### config.mk
export PLATFORM = sky130hd
export DESIGN_NAME = dac_dual_regif
export DESIGN_NICKNAME = d
export VERILOG_FILES = /design/src/rtl/dac_regif_pkg.sv /design/src/rtl/dac_bus_decode.sv /design/src/rtl/dac_chan_regs.sv /design/src/rtl/dac_dual_regif.sv
export SDC_FILE = /design/constraint.sdc
export NUM_CORES = 1
export LEC_CHECK = 0
export ABC_AREA = 1
export BUFFER_PORTS_ARGS = -buffer_cell sky130_fd_sc_hd__clkbuf_2
export CORE_MARGIN = 10
export CORE_UTILIZATION = 53
export DETAILED_ROUTE_END_ITERATION = 10
export GPL_TIMING_DRIVEN = 0
export PLACE_DENSITY = 0.77
export REMOVE_ABC_BUFFERS = 1
export SLEW_MARGIN = 10
export SYNTH_ARGS = -nofsm -noshare
export SYNTH_HDL_FRONTEND = slang
export SYNTH_HIERARCHICAL = 1
export SYNTH_SLANG_ARGS = --single-unit
### constraint.sdc
create_clock -name clk -period 1.3 [get_ports clk]
set_input_delay 0.13 -clock clk [delete_from_list [all_inputs] [get_ports clk]]
set_output_delay 0.13 -clock clk [all_outputs]
set_load 0.03 [all_outputs]
### src/rtl/dac_regif_pkg.sv
package dac_regif_pkg;
   typedef enum logic [1:0] {
      OP_NONE  = 2'd0,
      OP_LOAD  = 2'd1,
      OP_LATCH = 2'd2,
      OP_THRU  = 2'd3
   } bus_op_e;
endpackage

### src/rtl/dac_bus_decode.sv
module dac_bus_decode
   import dac_regif_pkg::*;
#(
   parameter int NUM_CH = 2,
   localparam int CH_W  = (NUM_CH > 1) ? $clog2(NUM_CH) : 1
) (
   input  logic              cs_n,
   input  logic              wr_n,
   input  logic              upd_n,
   input  logic [CH_W-1:0]   ch_addr,
   input  logic              part_addr,
   output bus_op_e           op,
   output logic [NUM_CH-1:0] ch_sel,
   output logic              hi_sel
);
   always_comb begin
      op = OP_NONE;
      if (!wr_n) begin
         unique case ({cs_n, upd_n})
            2'b01:   op = OP_LOAD;
            2'b10:   op = OP_LATCH;
            2'b00:   op = OP_THRU;
            default: op = OP_NONE;
         endcase
      end
   end

   for (genvar i = 0; i < NUM_CH; i++) begin : g_sel
      assign ch_sel[i] = (ch_addr == CH_W'(i));
   end

   assign hi_sel = part_addr;
endmodule

### src/rtl/dac_chan_regs.sv
module dac_chan_regs
   import dac_regif_pkg::*;
#(
   parameter int DATA_W = 8,
   parameter int HI_W   = 4,
   localparam int CODE_W = DATA_W + HI_W
) (
   input  logic              clk,
   input  logic              clr_n,
   input  bus_op_e           op,
   input  logic              sel,
   input  logic              hi_sel,
   input  logic [DATA_W-1:0] data,
   output logic [CODE_W-1:0] staged,
   output logic [CODE_W-1:0] code
);
   logic [DATA_W-1:0] lo_q, lo_d;
   logic [HI_W-1:0]   hi_q, hi_d;
   logic              wr_hit;

   assign wr_hit = sel && (op == OP_LOAD || op == OP_THRU);

   always_comb begin
      lo_d = lo_q;
      hi_d = hi_q;
      if (wr_hit) begin
         if (hi_sel) hi_d = data[HI_W-1:0];
         else        lo_d = data;
      end
   end

   always_ff @(posedge clk) begin
      if (!clr_n) begin
         lo_q <= '0;
         hi_q <= '0;
         code <= '0;
      end else begin
         lo_q <= lo_d;
         hi_q <= hi_d;
         if (op == OP_LATCH)     code <= {hi_q, lo_q};
         else if (op == OP_THRU) code <= {hi_d, lo_d};
      end
   end

   assign staged = {hi_q, lo_q};
endmodule

### src/rtl/dac_dual_regif.sv
module dac_dual_regif
   import dac_regif_pkg::*;
#(
   parameter int DATA_W = 8,
   parameter int HI_W   = 4,
   localparam int CODE_W = DATA_W + HI_W,
   localparam int NUM_CH = 2,
   localparam int ADDR_W = 2
) (
   input  logic              clk,
   input  logic              clr_n,
   input  logic              cs_n,
   input  logic              wr_n,
   input  logic              upd_n,
   input  logic [ADDR_W-1:0] addr,
   input  logic [DATA_W-1:0] data,
   output logic [CODE_W-1:0] code_a,
   output logic [CODE_W-1:0] code_b
);
   if (HI_W < 1 || HI_W > DATA_W) begin : g_bad_hi_w
      $error("HI_W must lie between 1 and DATA_W");
   end
   if (DATA_W < 1) begin : g_bad_data_w
      $error("DATA_W must be positive");
   end

   bus_op_e           op;
   logic [NUM_CH-1:0] ch_sel;
   logic              hi_sel;
   logic [CODE_W-1:0] stage_q [NUM_CH];
   logic [CODE_W-1:0] code_q  [NUM_CH];
   logic [CODE_W-1:0] stage_a, stage_b;

   dac_bus_decode #(.NUM_CH(NUM_CH)) u_dec (
      .cs_n      (cs_n),
      .wr_n      (wr_n),
      .upd_n     (upd_n),
      .ch_addr   (addr[ADDR_W-1]),
      .part_addr (addr[0]),
      .op        (op),
      .ch_sel    (ch_sel),
      .hi_sel    (hi_sel)
   );

   for (genvar c = 0; c < NUM_CH; c++) begin : g_ch
      dac_chan_regs #(.DATA_W(DATA_W), .HI_W(HI_W)) u_regs (
         .clk    (clk),
         .clr_n  (clr_n),
         .op     (op),
         .sel    (ch_sel[c]),
         .hi_sel (hi_sel),
         .data   (data),
         .staged (stage_q[c]),
         .code   (code_q[c])
      );
   end

   assign stage_a = stage_q[0];
   assign stage_b = stage_q[1];
   assign code_a  = code_q[0];
   assign code_b  = code_q[1];
endmodule

==> out/metrics.cfg, run 1 <==
[clock_tree]
clock_tree.buffer_depth=2
postcts_resize_cnt=0
tritoncts.num_buffers=5
cts.clk_slew.worst_paths_ns=0.08
cts_hold_buf=0
clock_tree.htree_level_count=2
cts.sinks=48
cts_tree=yes
clock_root_buffer=sky130_fd_sc_hd__clkbuf_8
postCtsSetupRepairBufs=0
insertion_delay_ns=0.30

[critical_path]
reg2reg_slack_ns=0.56
critical_path.reg2reg.startpoint=g_ch[1].u_regs/lo_q[5]
worstSetupStartpointType=input pin
critical_path.n_buffers_inverters=1
timing.critical_path.slowest_stage_cell=sky130_fd_sc_hd__nor2_1
worstPathRequired_ns=1.46
worstSetupPathDepth=7
crit_path_start=wr_n
timing.critical_path.max_delay_family=simple AND/OR/NAND/NOR gates
worst_r2r_endpoint=g_ch[1].u_regs/code[5]
critPathKind=in2reg
worstPathCellList=clkbuf_2 -> nor2_1 -> nand2_1 -> nor2_4 -> nand2_1 -> nand3_1 -> a21oi_1
critical_path.most_common_cell=sky130_fd_sc_hd__nand2_1
timing.reg2reg.worst_path_depth=4
end_kind=flip-flop
path_max_fanout=8
critical_path_arrival_ns=1.31
critPathMaxStageDelay_ns=0.38
timing.critical_path.to=g_ch[1].u_regs/code[1]

[global_routing]
grt_max_degree=25
antenna_found_initial=0
overall_routing_resource_usage_pct=12.9
first_global_vias=1561
globalRoute.totalOverflow=0
global_route_wire_length_before_repair_mm=6.76

[synthesis]
synth-async-reset-ratio_pct=0
yosys.cell_types.count=13
synth-edff-count=0
post_synth_main_area_contributors=sky130_fd_sc_hd__dfxtp_1 49%, sky130_fd_sc_hd__nand2_1 19%, sky130_fd_sc_hd__inv_1 8.6%
synth_top_cell_by_area=sky130_fd_sc_hd__dfxtp_1
ys_top_cells_by_count=98 x sky130_fd_sc_hd__nand2_1, 48 x sky130_fd_sc_hd__dfxtp_1, 45 x sky130_fd_sc_hd__inv_1
synth.yosys.seq_area_share_pct=49.1
synth.most_common_cell=sky130_fd_sc_hd__nand2_1
yosys_warnings=6
dominantRegCellSynth=sky130_fd_sc_hd__dfxtp_1
netlist_instances=285
post-synth-top-area-fraction_pct=49.1
synthesis.area_per_instance_um2=6.87
synth_seq_cells=48
synthesis.area_um2=1960

[final_layout]
area_growth_syn_to_layout_pct=17.3
diodes=0
fin_area_um2=2300
filler_instances=350
finish.net_count=336
proportion_of_layout_cells_with_a_drive_suffix_above_1_pct=17.1
layoutNonFillerInstCount=370

[place]
port-buffer-count=38
numPlacedInstances=362
place_ws_ns=-0.157
detailedPlacementHpwl_mm=3.09
total_placed_instance_area_um2=2190
gp_congestion=0.814

[timing]
rsz_0062_raised_after_global_routing=false
drv_slew=0
tightest_slew_ns=0.706
hold_slack_ns=0.145
finalSetupViolCount=0
layout_setup_ws_ns=0.146
finalCriticalPeriod_ns=1.15
timing.fmax_mhz=867
final_min_period_over_clock_period_pct=88.8
clock_skew_ns=0.00101
timing.final.hold_violations=0
timing.slew.headroom_pct=52.9

[die]
initial_core_util_pct=54.3
chipHeight_um=80.8
die_area_um2=6530
fp.coreArea_um2=3610
dieWidth_um=80.8
placement_rows=22
ios=39

[outcome]
status=completed

[hold_path]
holdCritPathClass=in2reg

[route]
via_per_inst=4.62
drt.antenna.violating_nets=0
detailedRoute.firstIterationViolations=116
wl_per_cell_um=11.3
detailed_routing_iteration_count_for_the_pre_antenna_repair_pass=4
drcViolationCount=0
aggregate_routed_wire_length_mm=4.18
routed_via_count=1709

[power]
ir_worst_vdd_v=0.000791
power.static_leakage_nw=1.09
power-per-cell-area_nw_per_um2=1240
power_mw=2.85

[flow_run]
max_cap_violations=0

==> sequential cells by signal (all words and copies together), names as in the netlist <==
signal and cells:
g_ch.u_regs/code 24, g_ch.u_regs/lo_q 16, g_ch.u_regs/hi_q 8
==> report_power, final <==
group	internal, mW	switching [mW]
Sequential	1.51	0.0140
Combinational	0.0850	0.189
Clock	0.571	0.484
==> cells by family after synthesis <==
kind of cell	share of synthesized area, %
buffers and inverters	11.6
and+or+nand+nor	33.2
DFF	49.1
AOI/OAI and AO/OA	6.13
==> final cells by class <==
cell class | instances | area [um^2] | share of cell area, %
multi-input combinational | 180 | 773 | 33.7
sequential | 48 | 961 | 41.9
tap | 48 | 60.1 | 2.62
inverter | 47 | 176 | 7.68
clock inverter | 2 | 35.0 | 1.53
timing repair buffer | 39 | 218 | 9.48
clock buffer | 6 | 72.6 | 3.16
==> per-layer routing <==
layer	GRT usage (%)	up-vias	wire length [um]	part of all wire (%)
met5	0	-	0	0
met4	4.15	0	40	0.96
met2	20.6	37	1930	46
li1	-	926	-	-
met3	4.19	4	239	5.7
met1	16.3	742	1970	47
==> cell usage in the layout, fill, tap and decap left out, types with 2 or more instances in the layout <==
master / n
sky130_fd_sc_hd__dfxtp_1: 48
sky130_fd_sc_hd__nor2_2: 3
sky130_fd_sc_hd__nand3_2: 2
sky130_fd_sc_hd__clkbuf_2: 38
sky130_fd_sc_hd__nand3_1: 26
sky130_fd_sc_hd__inv_2: 2
sky130_fd_sc_hd__inv_1: 45
sky130_fd_sc_hd__nand2_1: 98
sky130_fd_sc_hd__a21oi_1: 24
sky130_fd_sc_hd__nor2_1: 25
sky130_fd_sc_hd__clkbuf_8: 5
sky130_fd_sc_hd__nor2_4: 2
==> worst min-delay path: stages <==
cell                       delay, ns
sky130_fd_sc_hd__clkbuf_2       0.09
sky130_fd_sc_hd__inv_1          0.05
sky130_fd_sc_hd__nand2_1        0.06
sky130_fd_sc_hd__nand2_1        0.05
sky130_fd_sc_hd__nor2_1         0.03
==> metrics by stage <==
step | TNS, ns | util (%)
after global routing | 0 | 63.7
final | 0 | 63.7
after detailed placement | -4.24 | 60.7
after global placement | -31.62 | 59.9
after floorplan | -8.60 | -
after CTS | 0 | 63.7
==> worst min-delay path by stage <==
stage / start / to / depth (start not counted)
2_1_floorplan: data[4] / g_ch[0].u_regs/lo_q[4] / 4
3_3_place_gp: g_ch[1].u_regs/code[3] / g_ch[1].u_regs/code[3] / 2
3_5_place_dp: g_ch[0].u_regs/code[7] / g_ch[0].u_regs/code[7] / 2
4_1_cts: data[6] / g_ch[1].u_regs/lo_q[6] / 5
5_1_grt: data[5] / g_ch[1].u_regs/lo_q[5] / 5
6_report: data[6] / g_ch[1].u_regs/lo_q[6] / 5
Note: power is estimated with default switching activity, not from simulation.
==> run 2, diff against run 1 <==
CORE_UTILIZATION = 50   (was 53)
PLACE_DENSITY = 0.74   (was 0.77)
==> out/metrics.cfg, run 2 (synthesis results as in run 1) <==
[critical_path]
end_kind=flip-flop
critical_path.reg2reg.startpoint=g_ch[1].u_regs/lo_q[7]
worstPathRequired_ns=1.45  ; about the same
reg2reg_slack_ns=0.58  ; +0.02 ns
timing.reg2reg.worst_path_depth=4  ; unchanged
worst_r2r_endpoint=g_ch[1].u_regs/code[7]
critical_path_arrival_ns=1.29  ; -0.02 ns
worstSetupStartpointType=input pin
path_max_fanout=8  ; unchanged
critPathKind=in2reg

[route]
drt.antenna.violating_nets=0  ; unchanged
detailedRoute.firstIterationViolations=145  ; +25%
wl_per_cell_um=11.6  ; +2.3%
detailed_routing_iteration_count_for_the_pre_antenna_repair_pass=5  ; +1
routed_via_count=1759  ; +2.9%
aggregate_routed_wire_length_mm=4.28  ; +2.3%
drcViolationCount=0  ; unchanged
via_per_inst=4.75  ; +2.9%

[die]
initial_core_util_pct=52.7  ; -1.6 points
die_area_um2=6820  ; +4.5%
fp.coreArea_um2=3720  ; +3.1%
placement_rows=22  ; unchanged
chipHeight_um=82.6  ; +2.2%
ios=39  ; unchanged
dieWidth_um=82.6  ; +2.2%

[final_layout]
finish.net_count=336  ; unchanged
utilization_pct=61.4  ; -2.2 points
fin_area_um2=2280  ; -0.54%
reg.largest.list=g_ch.u_regs/code (24), g_ch.u_regs/lo_q (16), g_ch.u_regs/hi_q (8)
diodes=0  ; unchanged
area_growth_syn_to_layout_pct=16.6
multi_input_area_um2=773  ; unchanged
filler_instances=363  ; +3.7%
area.sequential_um2=961  ; unchanged
proportion_of_layout_cells_with_a_drive_suffix_above_1_pct=17.1  ; unchanged
most_flops_register=g_ch.u_regs/code
layout_common_cells=98 x sky130_fd_sc_hd__nand2_1, 48 x sky130_fd_sc_hd__dfxtp_1, 45 x sky130_fd_sc_hd__inv_1, 38 x sky130_fd_sc_hd__clkbuf_2, 26 x sky130_fd_sc_hd__nand3_1
largest_register_ff_count=24  ; unchanged
layout_commonest_cell=sky130_fd_sc_hd__nand2_1

[timing]
timing.slew.headroom_pct=49.4  ; -3.5 points
rsz_0062_raised_after_global_routing=false
tns_ns=0  ; unchanged
drv_slew=0  ; unchanged
finalSetupViolCount=0  ; unchanged
tightest_slew_ns=0.758  ; +0.0524 ns
final_min_period_over_clock_period_pct=88.1  ; -0.70 points
hold_slack_ns=0.152  ; +0.00716 ns
timing.fmax_mhz=873  ; +0.80%
clock_skew_ns=0.00447  ; +0.00346 ns
finalCriticalPeriod_ns=1.14  ; -0.00911 ns
timing.final.hold_violations=0  ; unchanged

[global_routing]
grt_max_degree=25  ; unchanged
globalRoute.totalOverflow=0  ; unchanged
overall_routing_resource_usage_pct=14.0  ; +1.1 points
first_global_vias=1748  ; +12%
antenna_found_initial=0  ; unchanged
global_route_wire_length_before_repair_mm=7.58  ; +12%

[power]
power.static_leakage_nw=1.08  ; -0.43%
ir_worst_vdd_v=0.000735  ; -7.0%
power-per-cell-area_nw_per_um2=1250  ; +0.36%

[place]
port-buffer-count=38  ; unchanged
total_placed_instance_area_um2=2180  ; -0.57%
gp_congestion=0.761  ; -6.6%
detailedPlacementHpwl_mm=3.13  ; +1.2%

[clock_tree]
clock_tree.htree_level_count=2  ; unchanged
postCtsSetupRepairBufs=0  ; unchanged
cts.clk_slew.worst_paths_ns=0.09  ; about the same
cts_hold_buf=0  ; unchanged
cts.sinks=48  ; unchanged
clock_root_buffer=sky130_fd_sc_hd__clkbuf_8
postcts_resize_cnt=0  ; unchanged
clock_tree.buffer_depth=2  ; unchanged
cts_tree=yes
insertion_delay_ns=0.29  ; about the same
tritoncts.num_buffers=5  ; unchanged

[outcome]
status=completed

[hold_path]
holdCritPathClass=in2reg
timing.hold.worst.start=data[7]
timing.hold.worst_endpoint=g_ch[1].u_regs/lo_q[7]
hold_depth=5  ; unchanged

[flow_run]
max_cap_violations=0  ; unchanged

-- run 2: changes by cell type in the layout (fill, tap and decap cells not counted) --
cell                     delta
sky130_fd_sc_hd__buf_16     -1
sky130_fd_sc_hd__buf_8      +1
-- run 2: cell type report --
type                            instances  share of cell area (%)
Clock inverter                          2                    1.53
Clock buffer                            6                    3.18
Sequential cell                        48                    42.1
Inverter                               47                    7.73
Tap cell                               48                    2.63
Multi-Input combinational cell        180                    33.9
Timing Repair Buffer                   39                    8.99
-- run 2: per-layer routing --
metal / share of wire (%) / GRT usage [%] / vias up
met4: 1.1 / 5.85 / 0
met5: 0 / 0 / -
li1: - / - / 927
met2: 49 / 24.7 / 33
met1: 43 / 15.3 / 795
met3: 6.7 / 4.21 / 4
-- run 2: how the worst max path moves through the flow --
stage / to / slack, ns / startpoint / depth (start not counted)
floorplan: g_ch[0].u_regs/code[0] / -0.36 / wr_n / 4
global placement: g_ch[1].u_regs/code[2] / -1.33 / wr_n / 5
detailed placement: g_ch[0].u_regs/code[3] / -0.16 / wr_n / 7
CTS: g_ch[0].u_regs/code[3] / 0.16 / wr_n / 7
global route: g_ch[1].u_regs/code[0] / 0.006 / wr_n / 7
finish: g_ch[1].u_regs/code[3] / 0.16 / wr_n / 7
-- run 2: critical path: stages --
cell,delay (ns)
sky130_fd_sc_hd__clkbuf_2,0.09
sky130_fd_sc_hd__nor2_1,0.38
sky130_fd_sc_hd__nand2_1,0.20
sky130_fd_sc_hd__nor2_4,0.23
sky130_fd_sc_hd__nand2_1,0.11
sky130_fd_sc_hd__nand3_1,0.08
sky130_fd_sc_hd__a21oi_1,0.06
-- run 2: power breakdown --
group          total (mW)  switching [mW]  internal (mW)
Sequential           1.52          0.0134           1.51
Combinational       0.273           0.192         0.0807
Clock                1.05           0.480          0.571
-- run 2: per-stage QoR --
| stage | total power [mW] | setup slack [ns] | cells |
|---|---|---|---|
| after floorplan | 1.74 | -0.358 | 275 |
| after global placement | 1.82 | -1.33 | 361 |
| after detailed placement | 1.83 | -0.160 | 362 |
| after CTS | 2.88 | 0.163 | 370 |
| after global routing | 2.98 | 0.00645 | 370 |
| final | 2.85 | 0.155 | 370 |
